==> src/rtl/irq_level_arbiter.sv <==
module irq_level_arbiter #(
  parameter int VEC_W = 16,
  parameter int SLOTS = 32,
  parameter logic [4:0] LVL_HALT = 5'h1F,
  parameter logic [4:0] LVL_MERR = 5'h1D,
  parameter logic [4:0] LVL_CERR = 5'h1A,
  parameter logic [VEC_W-1:0] VEC_MERR = 16'h0060,
  parameter logic [VEC_W-1:0] VEC_CERR = 16'h0054
) (
  input  logic                     clk,
  input  logic                     rst_n,
  input  logic [4:0]               cur_ipl,
  input  logic                     halt_req,
  input  logic                     merr_req,
  input  logic                     cerr_req,
  input  logic [15:0]              sw_pend,
  input  logic                     raise_en,
  input  logic [1:0]               raise_lvl,
  input  logic [$clog2(SLOTS)-1:0] raise_idx,
  input  logic                     cfg_we,
  input  logic [1:0]               cfg_lvl,
  input  logic [$clog2(SLOTS)-1:0] cfg_idx,
  input  logic [VEC_W-1:0]         cfg_vec,
  input  logic                     ack_en,
  input  logic [4:0]               ack_lvl,
  output logic [4:0]               take_lvl,
  output logic [VEC_W-1:0]         ack_vec,
  output logic                     ack_done,
  output logic                     ack_err
);
  localparam int IW = $clog2(SLOTS);
  localparam int NHW = 4;
  localparam int HW_BASE = 'h14;
  localparam int HW_TOP = HW_BASE + NHW - 1;

  logic [SLOTS-1:0] pend [NHW];
  logic [VEC_W-1:0] vtab [NHW*SLOTS];

  logic [4:0] lvl_d;
  always_comb begin
    logic done;
    lvl_d = '0;
    done  = 1'b0;
    if (halt_req) begin
      lvl_d = LVL_HALT; done = 1'b1;
    end else if (merr_req && (cur_ipl < LVL_MERR)) begin
      lvl_d = LVL_MERR; done = 1'b1;
    end else if (cerr_req && (cur_ipl < LVL_CERR)) begin
      lvl_d = LVL_CERR; done = 1'b1;
    end
    for (int i = NHW - 1; i >= 0; i--) begin
      if (!done) begin
        if (HW_BASE + i <= int'(cur_ipl)) done = 1'b1;
        else if (|pend[i]) begin
          lvl_d = 5'(HW_BASE + i); done = 1'b1;
        end
      end
    end
    for (int b = 15; b >= 1; b--) begin
      if (!done && sw_pend[b] && (b > int'(cur_ipl))) begin
        lvl_d = 5'(b); done = 1'b1;
      end
    end
  end

  wire       ack_hw  = (int'(ack_lvl) >= HW_BASE) && (int'(ack_lvl) <= HW_TOP);
  wire [1:0] ack_sel = 2'(ack_lvl - 5'(HW_BASE));

  logic          hit;
  logic [IW-1:0] hit_idx;
  always_comb begin
    hit = 1'b0;
    hit_idx = '0;
    for (int b = SLOTS - 1; b >= 0; b--) begin
      if (pend[ack_sel][b]) begin
        hit = 1'b1; hit_idx = IW'(b);
      end
    end
  end

  logic [VEC_W-1:0] vec_d;
  logic             err_d;
  logic             clr_go;
  always_comb begin
    vec_d  = '0;
    err_d  = 1'b0;
    clr_go = 1'b0;
    if (ack_lvl == LVL_MERR)      vec_d = VEC_MERR;
    else if (ack_lvl == LVL_CERR) vec_d = VEC_CERR;
    else if (ack_hw) begin
      if (hit) begin
        vec_d  = vtab[{ack_sel, hit_idx}];
        clr_go = ack_en;
      end
    end else err_d = 1'b1;
  end

  always_ff @(posedge clk) begin
    if (cfg_we) vtab[{cfg_lvl, cfg_idx}] <= cfg_vec;
  end

  always_ff @(posedge clk or negedge rst_n) begin
    if (!rst_n) begin
      for (int i = 0; i < NHW; i++) pend[i] <= '0;
      take_lvl <= '0;
      ack_vec  <= '0;
      ack_done <= 1'b0;
      ack_err  <= 1'b0;
    end else begin
      for (int i = 0; i < NHW; i++) begin
        logic [SLOTS-1:0] clr, set;
        clr = (clr_go && (ack_sel == 2'(i))) ? (SLOTS'(1) << hit_idx) : '0;
        set = (raise_en && (raise_lvl == 2'(i))) ? (SLOTS'(1) << raise_idx) : '0;
        pend[i] <= (pend[i] & ~clr) | set;
      end
      take_lvl <= lvl_d;
      ack_done <= ack_en;
      ack_err  <= ack_en && err_d;
      ack_vec  <= ack_en ? vec_d : '0;
    end
  end
endmodule

==> config.mk <==
export PLATFORM = sky130hd
export DESIGN_NAME = irq_level_arbiter
export DESIGN_NICKNAME = d
export VERILOG_FILES = /design/src/rtl/irq_level_arbiter.sv
export SDC_FILE = /design/constraint.sdc
export NUM_CORES = 2
export LEC_CHECK = 0
export BUFFER_PORTS_ARGS = -buffer_cell sky130_fd_sc_hd__clkbuf_2
export CELL_PAD_IN_SITES_DETAIL_PLACEMENT = 0
export CELL_PAD_IN_SITES_GLOBAL_PLACEMENT = 1
export CORE_AREA = 5 5 430 432
export CTS_BUF_LIST = sky130_fd_sc_hd__clkbuf_4
export DETAILED_ROUTE_END_ITERATION = 6
export DIE_AREA = 0 0 435 437
export MAX_ROUTING_LAYER = met4
export PLACE_DENSITY_LB_ADDON = 0.1
export SYNTH_ARGS = -nofsm -noshare
export SYNTH_HDL_FRONTEND = slang
export SYNTH_SLANG_ARGS = --single-unit
==> constraint.sdc <==
create_clock -name clk -period 5.3 [get_ports clk]
set_input_delay 1.06 -clock clk [delete_from_list [all_inputs] [get_ports clk]]
set_output_delay 1.06 -clock clk [all_outputs]
set_load 0.1 [all_outputs]
==> run metrics <==
synthesized area per cell 13.2 µm²; Post-DP HPWL 214000 µm; Routed Wire Length 330000 µm; deepest clock path buffer count 4; pin count of the biggest net entering global routing 129; fillers 14700; fin. max-slew vios 0; Area after DPL ~99000 µm²; die height ~440 µm; Critical Path AT 6380 ps; first-pass GRT wire length 463000 µm; layout cells sized above 1 25.2%; status complete, no violations; Starting Density 49.8%; Setup Buffers After CTS 0; CP Launch Type flop; clk root buf clkbuf_4; Hold Path Class primary input to flop; CP max stage delay ~570 ps; Post-synth top flop edfxtp_1; synthesized cell area ~90000 µm²; Hold Vio Cnt, Final 0; Fmax achieved 196 MHz; kind of critical path flop to flop; grt total ovfl 0; critical-path cell list mux4_2, buf_4, nor4_2, buf_4, buf_4, o211a_1, o21ai_4, nand2_4, buf_12, buf_4, a211oi_1, o21ai_0, o2111ai_1, nor4_1, nand4_1, buf_4, a221oi_1; Worst path most repeated cell buf_4; Leakage 0.0386 µW; worst-margin pin slew around 1500 ps; Nets 8040; GRT Total Usage 35.0%; Clock Latency Late Sink 1410 ps; Max-Cap Viols 0; row count approximately 160; core area 180000 µm²; initial antenna violation count 18; TNS Setup 0 ps; Ys Warns 0; Rel. slew slack 2.68%; CP max FO 21; syn_nets 6884; # clock sinks 2199; Crit path max-delay family simple AND/OR/NAND/NOR gates; final setup fails 0; TritonCTS clock tree done; # IOs 87; #FFs+latches synth 2199; number of global-route vias before repair about 63000; post-layout min period between 5000 and 6000 ps; Buf/Inv on CP 6; design area 107000 µm²; H-Tree Depth 6; Syn Inst Count 6820; Synth area leader edfxtp_1; GPL Wtd Cong 0.965; Max Clock Skew 79.8 ps; nature of the critical path endpoint flop; Synth area leaders edfxtp_1 (69%), nand2_1 (7.1%), dfrtp_1 (4.2%); DRC Markers 0; CTS Buf Count 594; PwrDens slightly above 500 nW/µm²; post-DR vias/cell 6.22; Worst path slowest cell nor4_1; EDFF count, synth 2048; ys async rst share 6.87%; Area growth syn-to-layout 18.8%; Unique masters post-synth 85; Port-buffer cells 85; WL per Instance around 30 µm; Post-CTS Resized 0; most frequent cells in the layout edfxtp_1 (2048), nand2_1 (1706), clkbuf_4 (876); Seq/Total Area, Yosys between 70 and 80%; first-pass detailed-route iteration total 6; RSZ-0062 raised after global routing false; peak supply drop 0.320 mV; die footprint about 190000 µm²; Tcrit/Tclk final 96.2%; via count 66800; post-route ant nets 0; Iter 0 DRT Violations about 9400; overall die width around 440 µm; clock transition at the registers of the reported paths 60 ps; commonest non-fill, non-tap cell in the layout edfxtp_1; share of Yosys cell area claimed by the top area cell type a little under 70%; data required time at the worst endpoint 6580 ps
-- stage by stage --
step | hold WS [ps] | util, % | total power [µW] | worst slack [ps] | instances
floorplan | 488 | - | 29400 | 582 | 6820
finish | 167 | 59.2 | 55000 | 200 | 10700
global route | 92.2 | 59.2 | 57100 | 148 | 10700
detailed placement | 530 | 55.2 | 40300 | -842 | 9739
CTS | 1.03 | 59.2 | 54900 | 364 | 10700
global placement | 509 | 55.2 | 40200 | -817 | 9739
-- power by group --
group,switching [µW],internal [µW]
Clock,6960,7690
Combinational,13600,7400
Sequential,165,19200
-- final cells by class --
class / count / area [µm²] / share of cell area (%)
Sequential cell: 2199 / 65300 / 61.2
Multi-Input combinational cell: 4157 / 22700 / 21.2
Timing Repair Buffer: 1011 / 8580 / 8.04
Clock buffer: 876 / 6580 / 6.17
Tap cell: 2370 / 2970 / 2.78
Clock inverter: 106 / 518 / 0.486
Inverter: 13 / 48.8 / 0.0458
Antenna cell: 13 / 32.5 / 0.0305
-- tightest hold or removal path: cells and delay by family --
kind,cells,cell delay [ps]
and+or+nand+nor,3,170
AOI/OAI and AO/OA,1,160
buffers and inverters,1,90
-- flip-flops by register name (all words and copies together), names as in the netlist --
| register | cells |
|---|---|
| ack_vec | 16 |
| pend | 128 |
| ack_err | 1 |
| take_lvl | 5 |
| vtab | 2048 |
| ack_done | 1 |
-- path summary, 6_finish.rpt --
check,startpoint,to,slack (ps),cells past startpoint
worst max-delay path,pend[45]$_DFF_PN0_,ack_vec[2]$_DFF_PN0_,200,17
min in group asynchronous,rst_n,pend[1]$_DFF_PN0_,420,2
worst min-delay path,sw_pend[8],take_lvl[3]$_DFF_PN0_,170,5
worst max register to register,pend[45]$_DFF_PN0_,ack_vec[2]$_DFF_PN0_,200,17
worst min register to register,pend[37]$_DFF_PN0_,pend[37]$_DFF_PN0_,540,2
max in group asynchronous,rst_n,ack_done$_DFF_PN0_,3720,3
-- what timing repair did --
| action | in CTS | in global routing |
|---|---|---|
| hold buffers | 11 | 0 |
| endpoints found under the setup margin | 0 | 0 |
| hold endpoints to repair | 130 | 0 |
-- routing by layer --
metal  up-vias  track usage [%]  part of all wire, %
li1      28300                -                    -
met1     33500             46.1                   38
met3       746             8.76                   12
met2      4258             52.1                   45
met5         -                -                    0
met4         0             14.9                  4.6
-- cells by family (layout without fill, tap and decap cells) --
| logic type | after synthesis | in the layout | share of synthesized area, % |
|---|---|---|---|
| flops | 2199 | 2199 | 72.7 |
| buf+inv | 464 | 2006 | 2.46 |
| mux | 191 | 191 | 3.02 |
| compound gates | 1068 | 1068 | 7.76 |
| simple gates | 2898 | 2898 | 14.0 |
| other cells | 0 | 13 | 0 |
-- cell usage after synthesis (10+ instances only) --
master / count
buf_4: 28
o22ai_1: 17
o211ai_1: 12
nor3_1: 55
or3_1: 12
o311ai_0: 13
a21oi_1: 134
buf_6: 11
dfrtp_1: 151
nor4_1: 57
a22oi_1: 19
inv_1: 12
buf_1: 45
a2111oi_0: 14
a32oi_1: 33
nor2b_1: 20
clkbuf_1: 171
edfxtp_1: 2048
a311oi_1: 94
and3_1: 113
a211oi_1: 77
a31oi_1: 198
o221ai_1: 18
o21ai_0: 330
nand3_1: 630
a221oi_1: 14
nor2_1: 211
o31ai_1: 11
nand2_1: 1707
nand4_1: 44
mux2_2: 10
buf_2: 193
mux2i_1: 118
mux4_2: 63
(Power assumes the default switching activity.)
